### src/rtl/alu_pkg.sv
package alu_pkg;
   typedef enum logic [3:0] {
      OP_ADD  = 4'd0,
      OP_SUB  = 4'd1,
      OP_AND  = 4'd2,
      OP_OR   = 4'd3,
      OP_XOR  = 4'd4,
      OP_SLL  = 4'd5,
      OP_SRL  = 4'd6,
      OP_SRA  = 4'd7,
      OP_SLT  = 4'd8,
      OP_SLTU = 4'd9
   } alu_op_e;
endpackage

### src/rtl/alu_operand_sel.sv
module alu_operand_sel #(
   parameter int XLEN  = 32,
   parameter int IMM_W = 12
) (
   input  logic [XLEN-1:0]  reg_b,
   input  logic [IMM_W-1:0] imm,
   input  logic             pick_imm,
   output logic [XLEN-1:0]  opnd_out
);
   localparam int PAD_W = XLEN - IMM_W;
   logic [XLEN-1:0] imm_wide;

   generate
      if (PAD_W > 0) begin : g_pad
         assign imm_wide = {{PAD_W{imm[IMM_W-1]}}, imm};
      end else begin : g_nopad
         assign imm_wide = imm;
      end
   endgenerate

   assign opnd_out = pick_imm ? imm_wide : reg_b;
endmodule

### src/rtl/alu_addsub.sv
module alu_addsub #(
   parameter int XLEN = 32
) (
   input  logic [XLEN-1:0] a,
   input  logic [XLEN-1:0] b,
   input  logic            do_sub,
   output logic [XLEN-1:0] sum,
   output logic            lt_signed,
   output logic            lt_unsigned
);
   logic [XLEN:0]   wide;
   logic [XLEN-1:0] b_x;

   assign b_x  = b ^ {XLEN{do_sub}};
   assign wide = {1'b0, a} + {1'b0, b_x} + {{XLEN{1'b0}}, do_sub};
   assign sum  = wide[XLEN-1:0];

   // valid only while do_sub is asserted
   assign lt_unsigned = ~wide[XLEN];
   assign lt_signed   = (a[XLEN-1] != b[XLEN-1]) ? a[XLEN-1] : wide[XLEN-1];
endmodule

### src/rtl/alu_shifter.sv
module alu_shifter #(
   parameter int XLEN = 32,
   parameter int SHW  = 5
) (
   input  logic [XLEN-1:0] din,
   input  logic [SHW-1:0]  amt,
   input  logic            go_left,
   input  logic            arith,
   output logic [XLEN-1:0] dout
);
   logic [XLEN-1:0] flip_in;
   logic [XLEN-1:0] flip_out;
   logic [XLEN-1:0] stage [0:SHW];
   logic            fill;

   genvar i;
   generate
      for (i = 0; i < XLEN; i++) begin : g_rev
         assign flip_in[i]  = din[XLEN-1-i];
         assign flip_out[i] = stage[SHW][XLEN-1-i];
      end
   endgenerate

   assign fill     = arith & ~go_left & din[XLEN-1];
   assign stage[0] = go_left ? flip_in : din;

   genvar s;
   generate
      for (s = 0; s < SHW; s++) begin : g_stage
         localparam int STEP = 1 << s;
         assign stage[s+1] = amt[s] ? {{STEP{fill}}, stage[s][XLEN-1:STEP]} : stage[s];
      end
   endgenerate

   assign dout = go_left ? flip_out : stage[SHW];
endmodule

### src/rtl/int_alu.sv
module int_alu #(
   parameter int XLEN  = 32,
   parameter int IMM_W = 12
) (
   input  logic [3:0]       op_sel,
   input  logic [XLEN-1:0]  opnd_a,
   input  logic [XLEN-1:0]  opnd_b,
   input  logic [IMM_W-1:0] imm12,
   input  logic             use_imm,
   output logic [XLEN-1:0]  result
);
   import alu_pkg::*;
   localparam int SHW = $clog2(XLEN);

   generate
      if ((XLEN & (XLEN - 1)) != 0) begin : g_bad_xlen
         $error("XLEN must be a power of two");
      end
      if (IMM_W > XLEN || IMM_W < 1) begin : g_bad_imm
         $error("IMM_W must lie in 1..XLEN");
      end
   endgenerate

   logic [XLEN-1:0] b_eff, sum, shout;
   logic            lts, ltu, do_sub;
   alu_op_e         op;

   assign op     = alu_op_e'(op_sel);
   assign do_sub = (op == OP_SUB) || (op == OP_SLT) || (op == OP_SLTU);

   alu_operand_sel #(.XLEN(XLEN), .IMM_W(IMM_W)) u_opsel (
      .reg_b(opnd_b), .imm(imm12), .pick_imm(use_imm), .opnd_out(b_eff));

   alu_addsub #(.XLEN(XLEN)) u_addsub (
      .a(opnd_a), .b(b_eff), .do_sub(do_sub), .sum(sum),
      .lt_signed(lts), .lt_unsigned(ltu));

   alu_shifter #(.XLEN(XLEN), .SHW(SHW)) u_shift (
      .din(opnd_a), .amt(b_eff[SHW-1:0]), .go_left(op == OP_SLL),
      .arith(op == OP_SRA), .dout(shout));

   always_comb begin
      case (op_sel)
         OP_ADD, OP_SUB:          result = sum;
         OP_AND:                  result = opnd_a & b_eff;
         OP_OR:                   result = opnd_a | b_eff;
         OP_XOR:                  result = opnd_a ^ b_eff;
         OP_SLL, OP_SRL, OP_SRA:  result = shout;
         OP_SLT:                  result = {{(XLEN-1){1'b0}}, lts};
         OP_SLTU:                 result = {{(XLEN-1){1'b0}}, ltu};
         default:                 result = '0;
      endcase
   end
endmodule

### config.mk
export PLATFORM = sky130hd
export DESIGN_NAME = int_alu
export DESIGN_NICKNAME = d
export VERILOG_FILES = /design/src/rtl/alu_pkg.sv /design/src/rtl/alu_operand_sel.sv /design/src/rtl/alu_addsub.sv /design/src/rtl/alu_shifter.sv /design/src/rtl/int_alu.sv
export SDC_FILE = /design/constraint.sdc
export NUM_CORES = 1
export LEC_CHECK = 0
export BUFFER_PORTS_ARGS = -buffer_cell sky130_fd_sc_hd__buf_2
export CAP_MARGIN = 20
export CORE_MARGIN = 2
export CORE_UTILIZATION = 56
export DETAILED_ROUTE_END_ITERATION = 16
export PLACE_DENSITY = 0.84
export SLEW_MARGIN = 10
export SYNTH_ARGS = -nofsm -noshare
export SYNTH_HDL_FRONTEND = slang
export SYNTH_HIERARCHICAL = 1
export SYNTH_SLANG_ARGS = --single-unit
### constraint.sdc
create_clock -name vclk -period 3.75
set_input_delay 0.1875 -clock vclk [all_inputs]
set_output_delay 0.1875 -clock vclk [all_outputs]
set_load 0.01 [all_outputs]
==> flow_summary.yaml <==
sta:
  worst_slack_ns: -0.169
  maxSlewViolCount: 0
  slew_headroom: 0.268
  post-route-period-util: 1.05
  setup_tns_ns: -0.267
  rsz0062_at_grt: "true"
  timing.hold.ws_ns: 0.914
  post-route-min-period_ns: 3.92
  finalSetupViolCount: 5
  tightest_slew_ns: 1.10
  fmax_ghz: 0.255
  finalHoldViolCount: 0
setup_path:
  critPathLaunchType: "input pin"
  path_buf_inv: 5
  cp_slowest_stage_delay_ns: 0.33
  arrival_ns: 3.73
  worstPathCellList: "buf_6 > buf_12 > buf_8 > clkbuf_16 > mux2_4 > xor2_2 > ha_4 > nand4_1 > nor3_2 > nand4_1 > o31a_1 > o21ai_2 > xor2_2 > maj3_2 > mux2_4 > nand3_2 > o2111ai_2 > buf_2"
  critPathKind: "input pin to output pin"
  cp.required_ns: 3.56
  cp_slowest_cell: "mux2_4"
  cp_max_fo: 7
  crit_path_end_kind: "output pin"
  cp_top_family: "buffers and inverters"
routing:
  detail_route.vias_per_cell: 7.22
  vias: 10900
  drtAntennaViolNets: 0
  drc: 0
  drt_pass1_iterations: 8
  first_iter_violations: 2179
  routedWlPerCell_um: 25.4
  routed_wl_mm: 38.4
final_layout:
  syn_to_final_growth_pct: 27.0
  design.seq.count: 0
  regArea_um2: 0
  diodes: 0
  final_cell_count_no_fill: 1511
  nNetsFinal: 1502
  clock_buffers: 0
  drive_gt1_frac: 0.391
grt:
  grt_max_degree: 80
  grt_pass1_vias: 9538
  grtUsageTotal: 0.413
  overflow: 0
  grt_first_pass_wirelength_mm: 53.1
  grt_antenna_before_repair: 0
logic_synthesis:
  yosys_warnings: 6
  synthMostInstantiatedCell: "nand2_1"
  syn-instance-count: 1104
  ys_seq_area_frac: 0
  synthAdderAreaFrac: 0.142
  synth-compound-area-share: 0.290
  synth.net_count: 1281
  synth-xor-area-share: 0.0620
  syn_area_per_cell_um2: 7.78
  synth_top_family_by_area: "compound AO/OA/AOI/OAI gates"
  yosys.area_share.simple: 0.162
  synth_cell_types: 84
  muxShareOfSynthArea: 0.247
  synth_area_leaders: "ha_1, mux4_2, mux2_2"
  synth.largest_area_cell: "ha_1"
  synth_common_cells: "nand2_1, ha_1, nor2_1"
  netlist_area_mm2: 0.00859
  yosysTopAreaCellShare: 0.138
floorplan:
  dieArea_mm2: 0.0163
  ios: 113
  die_h_um: 128
  start_util: 0.569
  rows: 45
  fp.dieW_um: 128
  coreArea_mm2: 0.0151
placed_design:
  dpl.hpwl_mm: 27.3
  dp.cells: 1486
  io_buffer_count: 113
  place_congestion: 1.09
outcome:
  violations: "setup timing"
  run_status: "finished, violations left"
run:
  maxCapViolations: 0
power_and_ir_drop:
  leakagePower_uw: 0.00521
  powerDensity_mw_per_mm2: 230
  power_uw: 2510
  vdd_drop_max_v: 0.000211
worst_hold_path:
  hold_path.class: "input pin to output pin"
[metrics by stage]
| step | worst slack [ns] | cell area (µm²) | util |
|---|---|---|---|
| 5_1_grt | -0.192 | 10900 | 0.723 |
| 4_1_cts | 0.0139 | 10300 | 0.681 |
| 3_3_place_gp | -0.129 | 10200 | 0.676 |
| 6_report | -0.169 | 10900 | 0.723 |
| 3_5_place_dp | -0.180 | 10200 | 0.676 |
| 2_1_floorplan | 0.0378 | 8590 | - |
[power by group]
part           internal [µW]  total [µW]  switching [µW]
Clock                      0           0               0
Sequential                 0           0               0
Combinational           1130        2510            1380
[path summary, 6_finish.rpt]
path	start	to	cells past startpoint
max	use_imm	result[0]	18
min	op_sel[3]	result[0]	5
[tightest hold or removal path, delay by kind of cell]
kind / cells / cell delay [ns]
buf+inv: 3 / 0.39
simple gates: 1 / 0.08
compound gates: 1 / 0.07
[kinds of logic after synthesis]
kind of cell	Yosys count
buffers and inverters	169
XOR/XNOR	60
AND/OR/NAND/NOR	300
multiplexers	147
AO/OA/AOI/OAI	331
adder cells (fa/ha/maj)	97
[placed cells by master, fill, tap and decap left out, drive strengths merged, types with 11 or more instances in the layout]
master | synthesis | routed
nand2b | 19 | 19
a31oi | 15 | 15
nor2b | 13 | 13
mux2i | 30 | 30
nand4 | 11 | 11
mux2 | 83 | 83
o2bb2ai | 15 | 15
nor2 | 91 | 91
nand2 | 97 | 97
a22o | 17 | 17
a221o | 34 | 34
inv | 82 | 82
a21o | 16 | 16
a211oi | 39 | 39
nand3 | 21 | 21
o21ai | 35 | 35
o22ai | 17 | 17
xor2 | 42 | 42
mux4 | 34 | 34
ha | 95 | 95
xnor2 | 18 | 18
a21oi | 59 | 59
buf | 49 | 301
nor3 | 11 | 11
[timing repair]
item	4_1_cts	5_1_grt
setup endpoints to repair	9	16
pin swaps	6	43
resized for setup	17	75
setup buffers	1	21
endpoints found under the hold margin	0	0
hold buffers	0	0
gates cloned	0	3
[cell type report]
cell class	count	area [µm²]
Tap cell	188	235
Inverter	84	315
Fill cell	1070	4180
Multi-Input combinational cell	935	8100
Timing Repair Buffer	304	2260
[per-layer routing]
metal  GRT usage  share of wire
met1       0.552           0.36
met2       0.619           0.41
met3      0.0889           0.15
met4       0.228          0.087
met5           0              0
No activity file was read; power rests on OpenSTA's default activity.
